--- src/rtl/mii_irq_pkg.sv ---
package mii_irq_pkg;
  localparam int SRC_CNT = 4;
  localparam int REG_W = 2 * SRC_CNT;

  // source index; register bit of status = 2*idx+1, enable = 2*idx
  localparam int SRC_HOST = 0;
  localparam int SRC_INT  = 1;
  localparam int SRC_POLL = 2;
  localparam int SRC_PHY  = 3;

  typedef struct packed {
    logic [SRC_CNT-1:0] setEv;
    logic [SRC_CNT-1:0] clrMask;
    logic               enLoad;
    logic [SRC_CNT-1:0] enData;
    logic               rdCapture;
  } ctlStrb_t;
endpackage

--- src/rtl/mii_irq_ctl.sv ---
module mii_irq_ctl
  import mii_irq_pkg::*;
(
  input  logic             clk,
  input  logic             hostCmdDone,
  input  logic             intCmdDone,
  input  logic             pollMismatch,
  input  logic             phyDetect,
  input  logic             regWrEn,
  input  logic [REG_W-1:0] regWrData,
  input  logic             regRdEn,
  output ctlStrb_t         strb
);
  // Registered copy of the PHY level; it tracks the input in every cycle,
  // including reset cycles, so a steady level never looks like an edge.
  logic phyPrevQ;
  always_ff @(posedge clk) phyPrevQ <= phyDetect;

  logic [SRC_CNT-1:0] evRaw;
  always_comb begin
    evRaw           = '0;
    evRaw[SRC_HOST] = hostCmdDone;
    evRaw[SRC_INT]  = intCmdDone;
    evRaw[SRC_POLL] = pollMismatch;
    evRaw[SRC_PHY]  = phyDetect ^ phyPrevQ;
  end

  logic [SRC_CNT-1:0] oddBits, evenBits;
  for (genvar i = 0; i < SRC_CNT; i++) begin : g_split
    assign oddBits[i]  = regWrData[2*i+1];
    assign evenBits[i] = regWrData[2*i];
  end

  always_comb begin
    strb.setEv     = evRaw;
    strb.clrMask   = regWrEn ? oddBits : '0;
    strb.enLoad    = regWrEn;
    strb.enData    = evenBits;
    strb.rdCapture = regRdEn;
  end
endmodule

--- src/rtl/mii_irq_dp.sv ---
module mii_irq_dp
  import mii_irq_pkg::*;
(
  input  logic             clk,
  input  logic             hardRstN,
  input  logic             softRst,
  input  logic             stopReq,
  input  ctlStrb_t         strb,
  output logic [REG_W-1:0] regRdData,
  output logic             irqOut
);
  logic [SRC_CNT-1:0] statusQ, statusNxt;
  logic [SRC_CNT-1:0] enableQ;
  logic [REG_W-1:0]   regView;
  logic               irqQ;
  logic [REG_W-1:0]   rdQ;

  // set has priority over clear so an event is never dropped
  always_comb begin
    for (int i = 0; i < SRC_CNT; i++) begin
      if (strb.setEv[i])        statusNxt[i] = 1'b1;
      else if (strb.clrMask[i]) statusNxt[i] = 1'b0;
      else                      statusNxt[i] = statusQ[i];
    end
  end

  always_ff @(posedge clk) begin
    if (!hardRstN) begin
      statusQ <= '0;
      enableQ <= '0;
    end else begin
      statusQ <= statusNxt;
      if (strb.enLoad) enableQ <= strb.enData;
    end
  end

  for (genvar i = 0; i < SRC_CNT; i++) begin : g_view
    assign regView[2*i+1] = statusQ[i];
    assign regView[2*i]   = enableQ[i];
  end

  always_ff @(posedge clk) begin
    if (!hardRstN) begin
      irqQ <= 1'b0;
      rdQ  <= '0;
    end else begin
      irqQ <= |(statusQ & enableQ);
      if (strb.rdCapture) rdQ <= regView;
    end
  end

  assign irqOut    = irqQ;
  assign regRdData = rdQ;

  for (genvar i = 0; i < SRC_CNT; i++) begin : g_chk

    set_wins_chk: assert property (@(posedge clk) disable iff (!hardRstN)
      strb.setEv[i] |=> statusQ[i]);

    w1c_clear_chk: assert property (@(posedge clk) disable iff (!hardRstN)
      (strb.clrMask[i] && !strb.setEv[i]) |=> !statusQ[i]);
  end


  soft_hold_chk: assert property (@(posedge clk) disable iff (!hardRstN)
    ((softRst || stopReq) && strb.setEv == '0 && strb.clrMask == '0 && !strb.enLoad)
      |=> ($stable(statusQ) && $stable(enableQ)));


  irq_idle_chk: assert property (@(posedge clk) disable iff (!hardRstN)
    ((statusQ & enableQ) == '0) |=> !irqOut);


  rd_hold_chk: assert property (@(posedge clk) disable iff (!hardRstN)
    !strb.rdCapture |=> $stable(regRdData));
endmodule

--- src/rtl/mii_irq_ctrl.sv ---
module mii_irq_ctrl
  import mii_irq_pkg::*;
(
  input  logic             clk,
  input  logic             hardRstN,
  input  logic             softRst,
  input  logic             stopReq,
  input  logic             hostCmdDone,
  input  logic             intCmdDone,
  input  logic             pollMismatch,
  input  logic             phyDetect,
  input  logic             regWrEn,
  input  logic [REG_W-1:0] regWrData,
  input  logic             regRdEn,
  output logic [REG_W-1:0] regRdData,
  output logic             irqOut
);
  ctlStrb_t strb;

  mii_irq_ctl u_ctl (
    .clk          (clk),
    .hostCmdDone  (hostCmdDone),
    .intCmdDone   (intCmdDone),
    .pollMismatch (pollMismatch),
    .phyDetect    (phyDetect),
    .regWrEn      (regWrEn),
    .regWrData    (regWrData),
    .regRdEn      (regRdEn),
    .strb         (strb)
  );

  mii_irq_dp u_dp (
    .clk       (clk),
    .hardRstN  (hardRstN),
    .softRst   (softRst),
    .stopReq   (stopReq),
    .strb      (strb),
    .regRdData (regRdData),
    .irqOut    (irqOut)
  );
endmodule

--- config.mk ---
export PLATFORM = sky130hd
export DESIGN_NAME = mii_irq_ctrl
export DESIGN_NICKNAME = d
export VERILOG_FILES = /design/src/rtl/mii_irq_pkg.sv /design/src/rtl/mii_irq_ctl.sv /design/src/rtl/mii_irq_dp.sv /design/src/rtl/mii_irq_ctrl.sv
export SDC_FILE = /design/constraint.sdc
export NUM_CORES = 1
export LEC_CHECK = 0
export ABC_AREA = 1
export ABC_CLOCK_PERIOD_IN_PS = 1200
export BUFFER_PORTS_ARGS = -buffer_cell sky130_fd_sc_hd__buf_4
export CAP_MARGIN = 20
export CORE_MARGIN = 4
export CORE_UTILIZATION = 47
export DETAILED_ROUTE_END_ITERATION = 10
export PLACE_DENSITY = 0.78
export SETUP_SLACK_MARGIN = 0.15
export SYNTH_ARGS = -nofsm -noshare
export SYNTH_HDL_FRONTEND = slang
export SYNTH_SLANG_ARGS = --single-unit
--- constraint.sdc ---
create_clock -name clk -period 1.2 [get_ports clk]
set_input_delay 0.36 -clock clk [delete_from_list [all_inputs] [get_ports clk]]
set_output_delay 0.36 -clock clk [all_outputs]
set_load 0.01 [all_outputs]
# --- Word-level counts from Yosys, hierarchy flattened ---
# Index checks and enable logic that the tools add are counted.
# Widths: inputs -> output; s select.
op_classes:
  n_addsub: 0
  multipliers: 0
  div_mod_pow: 0
  n_eq_ne: 0
  magnitude_cmp: 0
  n_shift: 0
  reduce_logical: 5
  n_bitwise: 2
  n_mux: 9
op_table:
  columns: ["op", "count"]
  rows:
  - ["$mux 1", 8]
  - ["$reduce_bool 2->1", 4]
  - ["$and 4x4->4", 1]
  - ["$mux 4", 1]
  - ["$reduce_or 4->1", 1]
  - ["$xor 1x1->1", 1]
word_totals:
  memories: 0
  mem_bits_ro: 0
  register_bits: 18
  word_cells: 24
  ramBits: 0
  latch_bits: 0
  out_inout_bits: 9

# --- Logic depth before layout (Yosys ltp) ---
# Gate-level depths: netlist (run 1).
logic_depth:
  depth_word: 3
  ltp_mapped: 4
  depth_no_buf: 4

# --- Modules after synthesis ---
# From an unflattened synthesis (run 1), not the netlist that was laid out.
hier_totals:
  cells_unflattened: 100
  area_unflattened_um2: 725.7
by_module_without_submodules:
  columns: ["module", "area_each_um2", "seq_area_each_um2", "cells_per_inst", "instances"]
  rows:
  - ["mii_irq_dp", 589.3, 340.3, 77, 1]
  - ["mii_irq_ctl", 136.4, 20.0, 23, 1]

# --- Least setup slack after synthesis (run 1) ---
# Ideal clock, no wire load.
synth_path:
  kind: "input -> register"
  startpoint: "in regWrEn"
  endpoint: "reg u_dp.statusQ[0]"
  setup_time_ns: 0.116
  required_ns: 1.084
  setup_slack_ns: 0.385
  stages: 4
  t_arrival_ns: 0.699
  path_cell_list: "buf_2 nand2_1 a21oi_1 nor2_1"
synth_via:
  elab_chain_cells: 2
synth_rtl:
  columns: ["element", "line_no", "rtl"]
  rows:
  - ["from (decl)", "mii_irq_ctrl.sv:12", "input logic regWrEn,"]
  - ["$mux 4", "mii_irq_ctl.sv:36", "strb.clrMask = regWrEn ? oddBits : '0;"]
  - ["$reduce_bool 2->1 (no line)", null, null]
  - ["to (signal assigned)", "mii_irq_dp.sv:32", "statusQ <= statusNxt;"]
  - ["to (decl)", "mii_irq_dp.sv:12", "logic [SRC_CNT-1:0] statusQ, statusNxt;"]
# No other way between the ends.
# A chain may end at the register's enable or synchronous reset.

# --- Worst setup path after layout (run 1) ---
layout_path:
  startpoint: "reg u_dp.rdQ[1], in the netlist u_dp.regRdData[1]"
  endpoint: "out regRdData[1]"
layout_rtl:
  columns: ["element", "line_no", "rtl"]
  rows:
  - ["from (decl)", "mii_irq_dp.sv:16", "logic [REG_W-1:0] rdQ;"]
  - ["from (signal assigned)", "mii_irq_dp.sv:48", "if (strb.rdCapture) rdQ <= regView;"]
  - ["to (decl)", "mii_irq_ctrl.sv:15", "output logic [REG_W-1:0] regRdData,"]
# No word-level cell between the ends.

==> results.yml, run 1 <==
min_path:
  min_from: "phyDetect"
  min_path_cells: 1
  hold_class: "input port to register"
  hold_end: "u_ctl.phyPrevQ"
floorplanning:
  core_mm2: 0.00119
  fp.dieH_um: 44.7
  boundaryPins: 27
  die_w_um: 44.7
  rows: 12
  initial_utilization: 0.534
  die_area_mm2: 0.00200
layout:
  layoutNonFillerInstCount: 123
  syn2layout_area_growth_pct: 39.9
  layout_common_cells: "nor2_1 (29), buf_4 (15), nand2_1 (14)"
  n_antenna_cell: 0
  ff_latch_area_um2: 372
  layout-drive-gt1-share: 0.339
  final_util: 0.747
  multi_input_area_um2: 241
  nNetsFinal: 129
  final_common_cell: "nor2_1"
  fillers: 94
logic_synthesis:
  ys_seq_area_frac: 0.569
  yosys_warnings: 0
  synth_fp_nets: 102
  syn_inst: 84
  yosysUniqueCellTypes: 10
  synth_seq_cells: 18
  syn-cell-area_um2: 633
  avgSynthCellArea_um2: 7.54
clock_tree:
  cts_tree: "built"
  clk_latency_ps: 280
  ctsRootBufferMaster: "clkbuf_4"
  cts_buffers: 3
  cts_hold_buf: 0
  path_clk_slew_ps: 90
  clock-sinks: 18
  cts_buffer_depth: 2
  htree_levels: 1
global_routing:
  grt_pass1_wl_um: 2310
  antenna_found_initial: 0
  grt_max_degree: 14
  grt_overflow: 0
  first_global_vias: 563
  grt_use_total: 0.159
detailed_routing:
  routedWlPerCell_um: 10.9
  dr.pass1.iters: 4
  vias_per_cell: 4.91
  vias: 604
  drt_wl_total_um: 1340
  drt-initial-drc-count: 13
  drc_errors: 0
  ant_nets: 0
critical_path:
  rr_endpoint: "u_dp.irqOut"
  cp-end-kind: "output pin"
  crit_type: "register to output pin"
  regToRegSetupSlack_ps: 500
  crit_fanout: 2
  reg2reg_depth: 4
  critPathArrivalTime_ps: 730
  crit_path_max_incr_delay_ps: 340
  slowest_stage: "dfxtp_2"
  critical_path.cell_chain: "buf_6"
  cp-start-kind: "register"
  critPathRequiredTime_ps: 840
  r2r_start: "u_dp.enableQ[2]"
  worst-path-buf-inv: 1
  critPathTopFamily: "flip-flops"
power:
  netSwitchingFraction: 0.239
  p_clk_frac: 0.251
  p_comb_frac: 0.150
  switchingPower_uw: 268
  peakVddDrop_mv: 0.856
  p_total_uw: 1120
  intPower_uw: 854
  p_leak_uw: 0.000437
  power_density_mw_per_mm2: 1270
  sequentialPowerShare: 0.599
placement:
  placedCellCount: 120
  dp_hpwl_um: 1010
  gp_congestion: 0.765
  io_buffers: 24
sta:
  fin_crit_ps: 1090
  slew_headroom: 0.903
  setup_violations: 0
  final_max_slew_viol_count: 0
  rsz0062_at_grt: "yes"
  worstMarginPinSlew_ps: 144
  period_share: 0.907
  hold_ws_ps: 196
  skew_ps: 3.36
  max_freq_mhz: 919
  setup_total_negative_slack_ps: 0
  finalHoldViolCount: 0
run:
  cap_violations: 0
status:
  outcome: "complete, no violations"
==> state kept, by name, indices dropped and copies added, names as in the netlist <==
signal / flops
u_dp.regRdData: 8
u_dp.enableQ: 4
u_dp.statusQ: 4
u_ctl.phyPrevQ: 1
u_dp.irqOut: 1
==> cells in the mapped netlist, drive strengths merged <==
library cell | count | area [µm²]
nor2 | 29 | 109
dfxtp | 18 | 360
nand2 | 14 | 52.6
o21ai | 12 | 60.1
inv | 5 | 18.8
a21oi | 4 | 20.0
buf | 2 | 12.5
==> logic make-up after synthesis <==
| kind of cell | share of synthesized area |
|---|---|
| simple gates | 0.255 |
| flops | 0.569 |
| compound gates | 0.126 |
| buf+inv | 0.0494 |
==> power by group through the flow <==
stage	Clock [µW]	Sequential [µW]	Combinational, µW
5_1_grt	320	679	188
2_1_floorplan	0	682	66.4
6_report	281	672	168
3_5_place_dp	0	678	157
3_3_place_gp	0	677	155
4_1_cts	298	673	170
==> through the flow <==
step / setup WS, ps / cell area (µm²)
3_3_place_gp: 361 / 818
2_1_floorplan: 385 / 633
6_report: 112 / 886
5_1_grt: 76.4 / 886
3_5_place_dp: 339 / 818
4_1_cts: 95.0 / 886
==> worst max-delay path by stage <==
stage / from / end / slack [ps] / cells past startpoint
2_1_floorplan: regWrEn / u_dp.statusQ[0] / 390 / 4
3_3_place_gp: hardRstN / u_dp.irqOut / 360 / 3
3_5_place_dp: regWrEn / u_dp.enableQ[1] / 340 / 4
4_1_cts: u_dp.regRdData[1] / regRdData[1] / 90 / 1
5_1_grt: u_dp.regRdData[3] / regRdData[3] / 80 / 1
6_report: u_dp.regRdData[1] / regRdData[1] / 110 / 1
==> cell type report <==
cell class                 count  share of cell area
clock buffer                   3              0.0254
inverter                       5              0.0212
sequential                    18               0.419
tap                           14              0.0198
multi-input combinational     59               0.273
timing repair buffer          24               0.242
==> metal layers <==
layer,share of wire,wire (µm),track usage
met5,0,0,0
met2,0.46,620,0.249
met1,0.45,602,0.193
met3,0.078,105,0.0478
met4,0.0075,10,0.0904
==> repair_timing <==
item / 4_1_cts / 5_1_grt
cloned: 0 / 0
buffers inserted: 0 / 0
setup endpoints to repair: 9 / 9
resized for setup: 18 / 0
Note: power is estimated with default switching activity, not from simulation.
==> inputs of run 2 (changes only) <==
Settings changed: CORE_UTILIZATION 47 to 35, PLACE_DENSITY 0.78 to 0.61.
==> results.yml, run 2 (synthesized netlist as in run 1, its figures left out) <==
layout:
  syn2layout_area_growth_pct: 45.5
  largest_register_ffs: 8
  ff_latch_area_um2: 372
  fillers: 197
  final_area_um2: 921
  multi_input_area_um2: 241
  nNetsFinal: 130
  layout-drive-gt1-share: 0.351
  n_antenna_cell: 0
  final_common_cell: "nor2_1"
  layout_common_cells: "nor2_1 (29), buf_4 (16), nand2_1 (14)"
detailed_routing:
  vias: 593
  dr.pass1.iters: 4
  routedWlPerCell_um: 10.1
  drt_wl_total_um: 1370
  vias_per_cell: 4.36
  ant_nets: 0
  drt-initial-drc-count: 10
  drc_errors: 0
clock_tree:
  htree_levels: 1
  cts_hold_buf: 0
  ctsRootBufferMaster: "clkbuf_4"
  clock-sinks: 18
  cts_tree: "built"
  path_clk_slew_ps: 100
  clk_latency_ps: 290
  cts_buffers: 3
  cts_buffer_depth: 2
power:
  sequentialPowerShare: 0.553
  netSwitchingFraction: 0.238
  p_leak_uw: 0.000449
  switchingPower_uw: 288
  peakVddDrop_mv: 0.744
  power_density_mw_per_mm2: 1320
  p_comb_frac: 0.141
  p_clk_frac: 0.305
  p_total_uw: 1210
  intPower_uw: 925
critical_path:
  crit_type: "register to output pin"
  critPathArrivalTime_ps: 740
  cp-start-kind: "register"
  worst-path-buf-inv: 1
  critPathRequiredTime_ps: 840
  critical_path.cell_chain: "buf_6"
  cp-end-kind: "output pin"
  critPathTopFamily: "flip-flops"
  slowest_stage: "dfxtp_2"
  crit_path_max_incr_delay_ps: 340
  crit_fanout: 2
floorplanning:
  rows: 15
  initial_utilization: 0.367
  core_mm2: 0.00173
  die_w_um: 50.5
  die_area_mm2: 0.00255
  boundaryPins: 27
  fp.dieH_um: 50.5
sta:
  final_max_slew_viol_count: 0
  period_share: 0.917
  setup_violations: 0
  rsz0062_at_grt: "yes"
  finalHoldViolCount: 0
  fin_crit_ps: 1100
  slew_headroom: 0.888
  worstMarginPinSlew_ps: 166
  max_freq_mhz: 909
  skew_ps: 0.992
  setup_total_negative_slack_ps: 0
placement:
  gp_congestion: 0.718
  io_buffers: 24
  dpl_cell_area_um2: 832
  dp_hpwl_um: 1010
status:
  outcome: "complete, no violations"
run:
  cap_violations: 0
global_routing:
  first_global_vias: 533
  grt_pass1_wl_um: 2200
  grt_max_degree: 14
  grt_overflow: 0
  grt_use_total: 0.113
  antenna_found_initial: 0
min_path:
  hold_class: "input port to register"
==> run 2: stage by stage <==
stage | cells | hold WS, ps | util | setup slack, ps
after floorplan | 84 | 388 | - | 385
after global placement | 131 | 465 | 0.482 | 339
after detailed placement | 131 | 479 | 0.482 | 332
after CTS | 136 | 174 | 0.533 | 88.1
after global routing | 136 | 170 | 0.533 | 64.3
final | 136 | 181 | 0.533 | 99.3
==> run 2: area by class of cell <==
cell class	instances	area share
Clock buffer	4	0.0394
Inverter	5	0.0204
Multi-Input combinational cell	59	0.262
Sequential cell	18	0.404
Tap cell	25	0.0340
Timing Repair Buffer	25	0.240
==> run 2: routing by layer <==
layer | global-route usage | share of wire
met2 | 0.183 | 0.47
met3 | 0.0267 | 0.073
met4 | 0.0538 | 0.0080
met1 | 0.142 | 0.45
met5 | 0 | 0
==> run 2: what timing repair did <==
action | in CTS | in global routing
resized for setup | 17 | 1
gates cloned | 0 | 0
setup endpoints to repair | 9 | 9
setup buffers | 1 | 0
pin swaps | 0 | 0
==> run 2: path summary, 6_finish.rpt <==
kind	startpoint	slack (ps)	end	depth (start not counted)
max	u_dp.regRdData[1]	100	regRdData[1]	1
min	phyDetect	180	u_ctl.phyPrevQ	1
max reg2reg	u_dp.statusQ[2]	490	u_dp.irqOut	4
min reg2reg	u_dp.statusQ[3]	500	u_dp.statusQ[3]	2
==> run 2: power groups by stage <==
stage	clock network [µW]	registers [µW]	logic, µW
CTS	381	671	174
floorplan	0	682	66.4
finish	370	671	171
detailed placement	0	678	157
global placement	0	676	155
global route	411	678	192
